<file path="src/rtl/estamp_pkg.sv">
package estamp_pkg;

  localparam int SEC_W = 32;
  localparam int NS_W  = 30;
  localparam int REG_W = 16;
  localparam int ADR_W = 4;

  // Register addresses
  localparam logic [ADR_W-1:0] A_ARM    = 4'h0;
  localparam logic [ADR_W-1:0] A_STAT   = 4'h1;
  localparam logic [ADR_W-1:0] A_SEL    = 4'h2;
  localparam logic [ADR_W-1:0] A_FLAG   = 4'h3;
  localparam logic [ADR_W-1:0] A_IEN    = 4'h4;
  localparam logic [ADR_W-1:0] A_RISE_0 = 4'h8;
  localparam logic [ADR_W-1:0] A_FALL_0 = 4'hC;

  localparam int FLAG_BIT = 2;
  localparam int FALL_OFS = 8;
  localparam int SEL_LSB  = 8;
  localparam int SEL_W    = 3;

  typedef struct packed {
    logic [SEC_W-1:0] sec;
    logic [NS_W-1:0]  ns;
  } stamp_t;

  // One 16-bit quarter of a stamp: 0 sec hi, 1 sec lo, 2 ns hi, 3 ns lo
  function automatic logic [REG_W-1:0] stamp_word(stamp_t s, logic [1:0] q);
    logic [REG_W-1:0] w;
    case (q)
      2'd0:    w = s.sec[SEC_W-1:16];
      2'd1:    w = s.sec[15:0];
      2'd2:    w = {{(2*REG_W-NS_W){1'b0}}, s.ns[NS_W-1:16]};
      default: w = s.ns[15:0];
    endcase
    return w;
  endfunction

endpackage

</file>
<file path="src/rtl/estamp_edge_det.sv">
module estamp_edge_det #(
  parameter int NPINS = 4
) (
  input  logic             clk,
  input  logic             rst_n,
  input  logic [NPINS-1:0] pins,
  output logic [NPINS-1:0] rise,
  output logic [NPINS-1:0] fall
);

  logic [NPINS-1:0] meta_q, sync_q, prev_q;

  // Two synchronizer stages, then one stage of history for edge detection
  always_ff @(posedge clk) begin
    if (!rst_n) begin
      meta_q <= '0;
      sync_q <= '0;
      prev_q <= '0;
    end else begin
      meta_q <= pins;
      sync_q <= meta_q;
      prev_q <= sync_q;
    end
  end

  assign rise = sync_q & ~prev_q;
  assign fall = ~sync_q & prev_q;

  generate
    for (genvar i = 0; i < NPINS; i++) begin : g_chk
      // a rising edge is reported two cycles after the pin was sampled high
      p_rise_lat_r3: assert property (@(posedge clk) disable iff (!rst_n)
        rise[i] |-> $past(pins[i], 2));
      p_fall_lat_r3: assert property (@(posedge clk) disable iff (!rst_n)
        fall[i] |-> !$past(pins[i], 2));
    end
  endgenerate

endmodule

</file>
<file path="src/rtl/estamp_bank.sv">
module estamp_bank
  import estamp_pkg::*;
(
  input  logic   clk,
  input  logic   rst_n,
  input  logic   load,
  input  stamp_t stamp_in,
  output stamp_t stamp_q
);

  always_ff @(posedge clk) begin
    if (!rst_n) stamp_q <= '0;
    else if (load) stamp_q <= stamp_in;
  end

  // a load takes the presented time, including over an older stamp
  p_load_r3: assert property (@(posedge clk) disable iff (!rst_n)
    load |=> stamp_q == $past(stamp_in));
  // with no load the store keeps its stamp
  p_hold_r2: assert property (@(posedge clk) disable iff (!rst_n)
    !load |=> $stable(stamp_q));

endmodule

</file>
<file path="src/rtl/gpio_edge_stamp.sv">
module gpio_edge_stamp
  import estamp_pkg::*;
#(
  parameter int NPINS = 4
) (
  input  logic             clk,
  input  logic             rst_n,
  input  logic [NPINS-1:0] pin_in,
  input  logic [31:0]      tod_sec,
  input  logic [29:0]      tod_ns,
  input  logic [3:0]       reg_addr,
  input  logic             reg_wr,
  input  logic [15:0]      reg_wdata,
  input  logic             reg_rd,
  output logic [15:0]      reg_rdata,
  output logic             irq
);

  localparam int UNUSED_STAT = REG_W - NPINS;

  // Edge detection
  logic [NPINS-1:0] rise, fall, rise_hit, fall_hit;

  estamp_edge_det #(.NPINS(NPINS)) u_edge (
    .clk  (clk),
    .rst_n(rst_n),
    .pins (pin_in),
    .rise (rise),
    .fall (fall)
  );

  // Control state
  logic [REG_W-1:0] arm_q;
  logic [SEL_W-1:0] sel_q;
  logic [NPINS-1:0] stat_q;
  logic             flag_q;
  logic             ien_q;
  logic             cap_any;
  logic             flag_rd;

  assign rise_hit = rise & arm_q[NPINS-1:0];
  assign fall_hit = fall & arm_q[FALL_OFS +: NPINS];
  assign cap_any  = |{rise_hit, fall_hit};
  assign flag_rd  = reg_rd && (reg_addr == A_FLAG);

  // Stamp stores, one rising and one falling store per pin
  stamp_t now;
  stamp_t rise_st [NPINS];
  stamp_t fall_st [NPINS];

  assign now = '{sec: tod_sec, ns: tod_ns};

  generate
    for (genvar i = 0; i < NPINS; i++) begin : g_pin
      estamp_bank u_rise (
        .clk     (clk),
        .rst_n   (rst_n),
        .load    (rise_hit[i]),
        .stamp_in(now),
        .stamp_q (rise_st[i])
      );
      estamp_bank u_fall (
        .clk     (clk),
        .rst_n   (rst_n),
        .load    (fall_hit[i]),
        .stamp_in(now),
        .stamp_q (fall_st[i])
      );

      always_ff @(posedge clk) begin
        if (!rst_n)           stat_q[i] <= 1'b0;
        else if (rise_hit[i]) stat_q[i] <= 1'b1;
        else if (fall_hit[i]) stat_q[i] <= 1'b0;
      end

      // status follows the polarity of the latest capture
      p_stat_rise_r4: assert property (@(posedge clk) disable iff (!rst_n)
        rise_hit[i] |=> stat_q[i]);
      p_stat_fall_r4: assert property (@(posedge clk) disable iff (!rst_n)
        fall_hit[i] |=> !stat_q[i]);
    end
  endgenerate

  // Writable registers
  always_ff @(posedge clk) begin
    if (!rst_n) begin
      arm_q <= '0;
      sel_q <= '0;
      ien_q <= 1'b0;
    end else if (reg_wr) begin
      case (reg_addr)
        A_ARM:   arm_q <= reg_wdata;
        A_SEL:   sel_q <= reg_wdata[SEL_LSB +: SEL_W];
        A_IEN:   ien_q <= reg_wdata[FLAG_BIT];
        default: ;
      endcase
    end
  end

  // Capture flag: a capture beats a clearing read
  always_ff @(posedge clk) begin
    if (!rst_n)       flag_q <= 1'b0;
    else if (cap_any) flag_q <= 1'b1;
    else if (flag_rd) flag_q <= 1'b0;
  end

  assign irq = flag_q & ien_q;

  // Read path: stores of the selected pin
  stamp_t sel_rise, sel_fall;

  always_comb begin
    sel_rise = '0;
    sel_fall = '0;
    for (int i = 0; i < NPINS; i++) begin
      if (int'(sel_q) == i) begin
        sel_rise = rise_st[i];
        sel_fall = fall_st[i];
      end
    end
  end

  logic [REG_W-1:0] rd_mux;

  always_comb begin
    rd_mux = '0;
    case (reg_addr)
      A_ARM:   rd_mux = arm_q;
      A_STAT:  rd_mux = {{UNUSED_STAT{1'b0}}, stat_q};
      A_SEL:   rd_mux = {{(REG_W-SEL_LSB-SEL_W){1'b0}}, sel_q, {SEL_LSB{1'b0}}};
      A_FLAG:  rd_mux = REG_W'(flag_q) << FLAG_BIT;
      A_IEN:   rd_mux = REG_W'(ien_q) << FLAG_BIT;
      default: begin
        if (reg_addr[3:2] == A_RISE_0[3:2])
          rd_mux = stamp_word(sel_rise, reg_addr[1:0]);
        else if (reg_addr[3:2] == A_FALL_0[3:2])
          rd_mux = stamp_word(sel_fall, reg_addr[1:0]);
      end
    endcase
  end

  always_ff @(posedge clk) begin
    if (!rst_n)      reg_rdata <= '0;
    else if (reg_rd) reg_rdata <= rd_mux;
  end

  // a capture always leaves the flag set
  p_flag_set_r7: assert property (@(posedge clk) disable iff (!rst_n)
    cap_any |=> flag_q);
  // a read with no capture in the same cycle clears the flag
  p_flag_clr_r7: assert property (@(posedge clk) disable iff (!rst_n)
    (flag_rd && !cap_any) |=> !flag_q);
  // the flag only rises after a capture
  p_flag_src_r7: assert property (@(posedge clk) disable iff (!rst_n)
    $rose(flag_q) |-> $past(cap_any));
  // the interrupt follows the flag once it is enabled
  p_irq_r8: assert property (@(posedge clk) disable iff (!rst_n)
    (cap_any && ien_q && !reg_wr) |=> irq);
  // with nothing armed the status does not move
  p_idle_r2: assert property (@(posedge clk) disable iff (!rst_n)
    (arm_q == '0) |=> $stable(stat_q));
  // read data holds between reads
  p_rd_hold_r10: assert property (@(posedge clk) disable iff (!rst_n)
    !reg_rd |=> $stable(reg_rdata));

endmodule

</file>
<file path="config.mk">
export PLATFORM = sky130hd
export DESIGN_NAME = gpio_edge_stamp
export DESIGN_NICKNAME = d
export VERILOG_FILES = /design/src/rtl/estamp_pkg.sv /design/src/rtl/estamp_edge_det.sv /design/src/rtl/estamp_bank.sv /design/src/rtl/gpio_edge_stamp.sv
export SDC_FILE = /design/constraint.sdc
export NUM_CORES = 1
export LEC_CHECK = 0
export ABC_AREA = 1
export BUFFER_PORTS_ARGS = -buffer_cell sky130_fd_sc_hd__buf_2
export CORE_MARGIN = 5
export CORE_UTILIZATION = 30
export CTS_CLUSTER_DIAMETER = 60
export CTS_CLUSTER_SIZE = 10
export DETAILED_ROUTE_END_ITERATION = 8
export PLACE_DENSITY_LB_ADDON = 0.05
export SYNTH_ARGS = -nofsm -noshare
export SYNTH_HDL_FRONTEND = slang
export SYNTH_HIERARCHICAL = 1
export SYNTH_SLANG_ARGS = --single-unit
</file>
<file path="constraint.sdc">
create_clock -name clk -period 2.9 [get_ports clk]
set_clock_uncertainty 0.15 [all_clocks]
set_input_delay 0.435 -clock clk [delete_from_list [all_inputs] [get_ports clk]]
set_output_delay 0.435 -clock clk [all_outputs]
set_load 0.03 [all_outputs]
</file>
=== Yosys cells after proc, flatten, opt, wreduce, memory -nomap -nowiden ===
Index checks and enable logic that the tools add are counted.

* Flip-flop bits (word level): 549
* Bits of input ports: 90
* Output and inout port bits: 17
* Logic and storage cells: 82

* Equality and inequality tests: 11
* Muxes and demuxes: 23
* Bitwise gates (word level): 7
* Reductions and logical operators: 13

{| class="wikitable"
|+ Operators with widths
! cell !! number
|-
| 2-to-1 mux 62 bit || 8
|-
| case mux 16 bit (3 select lines) || 2
|-
| case mux 16 bit (5 select lines) || 1
|-
| 2-to-1 mux 16 bit || 2
|-
| bitwise AND 4 bit || 4
|-
| 2-to-1 mux 1 bit || 10
|-
| nonzero test 2 bit || 5
|-
| equality test 4 x 2 -> 1 bit (second input constant) || 2
|-
| NOT 4 bit || 2
|-
| OR reduction 8 bit || 1
|-
| equality test 2 bit (second input constant) || 3
|-
| equality test 3 bit (second input constant) || 2
|-
| AND reduction 2 bit || 3
|-
| equality test 4 x 1 -> 1 bit (second input constant) || 1
|-
| equality test 4 x 3 -> 1 bit (second input constant) || 1
|-
| logical NOT 4 bit || 1
|-
| equality test 3 x 2 -> 1 bit (second input constant) || 1
|-
| logical NOT 3 bit || 1
|-
| equality test 2 x 1 -> 1 bit (second input constant) || 1
|-
| logical NOT 2 bit || 1
|-
| bitwise AND 1 bit || 1
|-
| logical AND 1 bit || 1
|}

=== Depth between registers and ports, before layout ===
* Word-level depth: 9
* Gate-level depth with buffers: 14
* Depth with buffers taken out: 13

=== Hierarchy ===
The synthesis kept the hierarchy.

{| class="wikitable"
|+ By module, submodules not included
! module !! instances !! cells each !! area an instance (µm²) !! sequential area each (µm²)
|-
| estamp_bank || 8 || 393 || 2553.7 || 1241.2
|-
| gpio_edge_stamp || 1 || 1261 || 6259.8 || 820.8
|-
| estamp_edge_det || 1 || 53 || 401.6 || 240.2
|}

=== Worst setup path before layout ===
No wires, ideal clock.

* Kind: input-to-reg
* From: input port reg_addr[0]
* To: register reg_rdata[3]
* Setup time: 70 ps
* Data arrival time: 1657 ps
* Data required time: 2680 ps
* Setup slack: 1023 ps
* Stages on the path: 11
* Buffers on the path: 2
* Cells stage by stage: buf_2 > inv_1 > nand2_2 > nor2_1 > inv_1 > clkbuf_1 > o21ai_0 > o21ai_0 > inv_1 > nand2_1 > a21oi_1

* Cells in the longest elaborated chain, start to end: 5
* Elaborated cells on any way between the ends: 13
* Those cells by class: eq/ne (6); mux (5); reduce/logical (2)

{| class="wikitable"
|+ RTL lines
! what !! RTL line !! RTL
|-
| start: declaration || gpio_edge_stamp.sv:11 || <nowiki>input logic [3:0] reg_addr,</nowiki>
|-
| equality test 2 bit (tied with other cells) || estamp_pkg.sv:30 || <nowiki>case (q)</nowiki>
|-
| case mux 16 bit (3 select lines) || estamp_pkg.sv:30 ||
|-
| 2-to-1 mux 16 bit || gpio_edge_stamp.sv:136 || <nowiki>else if (reg_addr[3:2] == A_FALL_0[3:2])</nowiki>
|-
| 2-to-1 mux 16 bit || gpio_edge_stamp.sv:134 || <nowiki>if (reg_addr[3:2] == A_RISE_0[3:2])</nowiki>
|-
| case mux 16 bit (5 select lines) (*) || gpio_edge_stamp.sv:127 || <nowiki>case (reg_addr)</nowiki>
|-
| end signal: assignment || gpio_edge_stamp.sv:144 || <nowiki>else if (reg_rd) reg_rdata <= rd_mux;</nowiki>
|-
| end: declaration || gpio_edge_stamp.sv:15 || <nowiki>output logic [15:0] reg_rdata,</nowiki>
|}

Mark *: on every way between the ends. The rest lies on a longest branch, timed or not.
A chain may end at the register's enable or synchronous reset.

=== Worst setup path after layout ===
* From: input port reg_addr[0]
* To: register ien_q

* Cells in the longest elaborated chain, start to end: 2

{| class="wikitable"
|+ RTL lines
! what !! RTL line !! RTL
|-
| equality test 4 x 3 -> 1 bit || gpio_edge_stamp.sv:91 || <nowiki>case (reg_addr)</nowiki>
|-
| AND reduction 2 bit (no source line) || -- ||
|-
| end signal: assignment || gpio_edge_stamp.sv:94 || <nowiki>A_IEN: ien_q <= reg_wdata[FLAG_BIT];</nowiki>
|-
| end: declaration || gpio_edge_stamp.sv:37 || <nowiki>logic ien_q;</nowiki>
|}

No other way between the ends.

==> flow_results.org <==
** Clock network
- CTS tree :: done
- After clock tree synthesis, the clock-pin slew on the worst setup and hold paths is 0.06 ns.
- TritonCTS Buffers :: 74
- The clock reaches the later pin of the worst-skew pair after 0.62 ns.
- Total of hold buffers inserted after clock tree synthesis :: 24
- The tree built by TritonCTS fans out to 549 sinks.
- Number of cells upsized or downsized after cts :: 0
- Maximum buffer depth of the clock tree :: 3
- H-tree lvl count :: 3
- Once the clock tree was built, the setup fixing pass inserted 0 buffers.
- Root buffer cell :: sky130_fd_sc_hd__clkbuf_16

** Power
- VDD IR max :: 0.362 mV
- For this design the total switching power over the nets is 0.00449 W.
- Power per Cell Area :: 573 nW/µm²
- The analysis attributes to cell leakage a power of 15.2 nW.
- In this run, flip-flops and latches consume 42.2% of the power.
- Internal power :: 0.0136 W
- The share of total power dissipated in the clock network is 51.1%.
- Net switching is 24.8% of the power.
- Power comes to 0.0181 W.
- Combinational logic burns 6.7% of the power.

** Setup path
- Data on the critical path is required at its endpoint by 3.31 ns.
- Along the worst path, the maximum fanout reaches 10.
- Arrival time of data at the critical path endpoint :: 2.95 ns
- Nature of the critical path endpoint :: flop
- Critical path startpoint category :: input pin
- The setup path with the least slack is of type input pin to flop.

** Timing
- Based on the critical path, the design can be clocked at up to 0.394 GHz.
- The number of failing hold endpoints at the final stage was 0.
- For the pin with the worst max-slew slack, the measured transition is 0.725 ns.
- Setup-violating endpoint count in the final report :: 0
- The smallest clock period supported by the final layout is computed as 2.54 ns.
- In this run the tightest slew margin relative to its limit is 51.7%.
- The final critical path takes up 87.5% of the cycle.
- Setup tns final :: 0 ns
- Pins Over Slew Limit :: 0
- Setup repair after global routing left no endpoint under its margin.

** Routing
- After detailed routing, the number of remaining DRC violations is 0.
- Sum of routed wire length over all layers :: 103000 µm
- The first detailed-routing pass ran for 5 iterations.
- In this run, the number of DRC markers left after iteration 0 of detailed routing was 1499.
- Wirelength per Cell :: 18.0 µm
- Routed vias/inst :: 4.39
- Summing over every cut layer, the via total after detailed routing is 25162.
- Number of routed nets with antenna violations :: 0

** Finish
- Post-Route Utilization :: 35.1%
- Of the cells placed in the final design, the portion with a size suffix greater than 1 is 7.68%.
- Layout filler cell count :: 10058
- Net count of the finished layout :: 4603
- Compared with the post-synthesis result, the final layout area differs by 16.4%.

** Hold path
- Class of the tightest hold or removal check :: input pin to flop

** GRT
- Global routing used 20.8% of the available tracks across all layers.
- The first global-routing pass estimated 156000 µm of wire.
- The number of global-route vias before repair was 23804.
- Entering global routing, the biggest net connects 121 pins.
- The number of antenna violations at the first check in global routing is 8.
- Total global routing overflow :: 0

** Synth
- Mapped Avg Cell Area :: 6.08 µm²
- Number of flip-flops and latches in the synthesized netlist :: 549
- Counting flops with an async set or reset pin after synthesis yields a share of 0%.
- Predominant post-synthesis flop cell :: sky130_fd_sc_hd__dfxtp_1
- Syn_nets :: 4548
- Number of enable flip-flop cells after synthesis :: 0
- Fraction of post-synthesis cell area in the top cell type by area :: 40.6%
- Sequential elements use 40.6% of the synthesized area.
- Unique cell type count in the Yosys netlist :: 28
- Cell accounting for the most synthesized area :: sky130_fd_sc_hd__dfxtp_1
- Total number of yosys warnings :: 6
- Synthesized instance count :: 4458
- Synthesized cell area :: 27100 µm²
- By area the synthesized netlist is led by sky130_fd_sc_hd__dfxtp_1, sky130_fd_sc_hd__nand2_1, sky130_fd_sc_hd__nor2_1, sky130_fd_sc_hd__inv_1, sky130_fd_sc_hd__nand3_1.

** Die
- Die height :: 311 µm
- The die covers 96400 µm².
- The die is 311 µm wide.
- Row Count :: 110
- The initial utilization of the core area, before any placement, comes to 30.1%.
- Core area :: 89900 µm²
- 107 I/O pins were placed.

** Run
- Max-cap violations in this run came to 0.

** Placement
- Count of input and output buffers :: 106
- Total half-perimeter wirelength after legalization and detailed placement :: 68700 µm
- The congestion estimate from routability-driven global placement came to 0.818.

** Run status
- The run finished with clean final reports.
## final cells by class
type / count / area (µm²) / share of cell area (%)
Multi-Input combinational cell: 3056 / 12300 / 39.0
Sequential cell: 549 / 11000 / 34.9
Inverter: 589 / 2230 / 7.07
Clock buffer: 101 / 2200 / 6.98
Timing Repair Buffer: 243 / 2130 / 6.75
Tap cell: 1176 / 1470 / 4.67
Clock inverter: 18 / 205 / 0.651
Antenna cell: 2 / 5.00 / 0.0159
## cell families (layout without fill, tap and decap cells)
| kind of cell | count (synthesis) | after routing | share of synthesized area (%) |
|---|---|---|---|
| AO/OA/AOI/OAI | 251 | 251 | 5.16 |
| buffers and inverters | 853 | 951 | 14.1 |
| flip-flops | 549 | 549 | 40.6 |
| other | 0 | 2 | 0 |
| AND/OR/NAND/NOR | 2805 | 2805 | 40.1 |
## power groups by stage
stage          Combinational, W  Clock, W  Sequential, W
2_1_floorplan          0.000646         0        0.00780
3_3_place_gp            0.00120         0        0.00780
3_5_place_dp            0.00119         0        0.00780
4_1_cts                 0.00122   0.00952        0.00763
5_1_grt                 0.00135   0.00978        0.00763
6_report                0.00120   0.00923        0.00763
## synthesized netlist by cell type (3+ instances only)
master                     number
sky130_fd_sc_hd__nand2_1     1436
sky130_fd_sc_hd__nor2_1      1150
sky130_fd_sc_hd__inv_1        584
sky130_fd_sc_hd__dfxtp_1      549
sky130_fd_sc_hd__nand3_1      170
sky130_fd_sc_hd__buf_2        151
sky130_fd_sc_hd__o21ai_0       99
sky130_fd_sc_hd__a21oi_1       83
sky130_fd_sc_hd__buf_6         57
sky130_fd_sc_hd__clkbuf_1      47
sky130_fd_sc_hd__nand4_1       37
sky130_fd_sc_hd__o211ai_1      25
sky130_fd_sc_hd__a22oi_1       15
sky130_fd_sc_hd__o21ai_1       10
sky130_fd_sc_hd__a31oi_1        8
sky130_fd_sc_hd__buf_1          7
sky130_fd_sc_hd__a41oi_1        6
sky130_fd_sc_hd__inv_2          5
sky130_fd_sc_hd__nand2_2        3
sky130_fd_sc_hd__o22ai_1        3
## critical path, cell delays in order
cell	delay [ns]
sky130_fd_sc_hd__buf_2	0.15
sky130_fd_sc_hd__inv_1	0.11
sky130_fd_sc_hd__nand2_2	0.21
sky130_fd_sc_hd__buf_4	0.26
sky130_fd_sc_hd__nor3_1	0.35
sky130_fd_sc_hd__nand3_1	0.13
sky130_fd_sc_hd__dlygate4sd3_1	0.59
sky130_fd_sc_hd__a21oi_1	0.14
sky130_fd_sc_hd__dlygate4sd3_1	0.56
## path summary, 6_finish.rpt
path	start	to	slack [ns]	cells past startpoint
max reg2reg	sel_q[2]	reg_rdata[2]	0.39	12
max	reg_addr[0]	ien_q	0.36	9
min reg2reg	u_edge/meta_q[0]	u_edge/sync_q[0]	0.26	2
min	tod_ns[6]	g_pin[1].u_fall/stamp_q[6]	0.05	5
## sequential cells by signal, indices dropped and copies added, names as in the netlist
register	cells
stat_q	4
u_edge/prev_q	4
u_edge/sync_q	4
reg_rdata	16
u_edge/meta_q	4
ien_q	1
g_pin.u_rise/stamp_q	248
flag_q	1
sel_q	3
arm_q	16
g_pin.u_fall/stamp_q	248
## metrics by stage
step	cells	instance area (µm²)	hold slack [ns]	worst slack, ns
after floorplan	4458	27100	0.236	1.02
after global placement	5589	28900	0.259	0.345
after detailed placement	5589	28900	0.258	0.340
after CTS	5732	31500	0.0121	0.329
after global routing	5732	31500	0.0424	0.207
final	5734	31500	0.0507	0.361
## per-layer routing
metal / part of all wire [%] / track usage [%] / wire length [µm]
met2: 48 / 36.0 / 49100
met5: 0 / 0 / 0
met3: 2.7 / 2.27 / 2760
met1: 48 / 28.1 / 49000
met4: 2.1 / 4.45 / 2200
## cells in the final DEF (no fill, tap or decap), drive strengths merged
cell type,synthesis,final
a21oi,83,83
a22o,1,1
a22oi,15,15
a31oi,8,8
a41oi,6,6
buf,217,219
bufinv,0,4
clkbuf,47,101
clkinv,0,10
clkinvlp,0,3
dfxtp,549,549
diode,0,2
dlygate4sd3,0,24
inv,589,590
nand2,1439,1439
nand3,170,170
nand3b,2,2
nand4,37,37
nor2,1154,1154
nor3,1,1
nor4,2,2
o211ai,25,25
o21ai,109,109
o22ai,3,3
o31ai,1,1
Power figures use the tool's default switching activity.
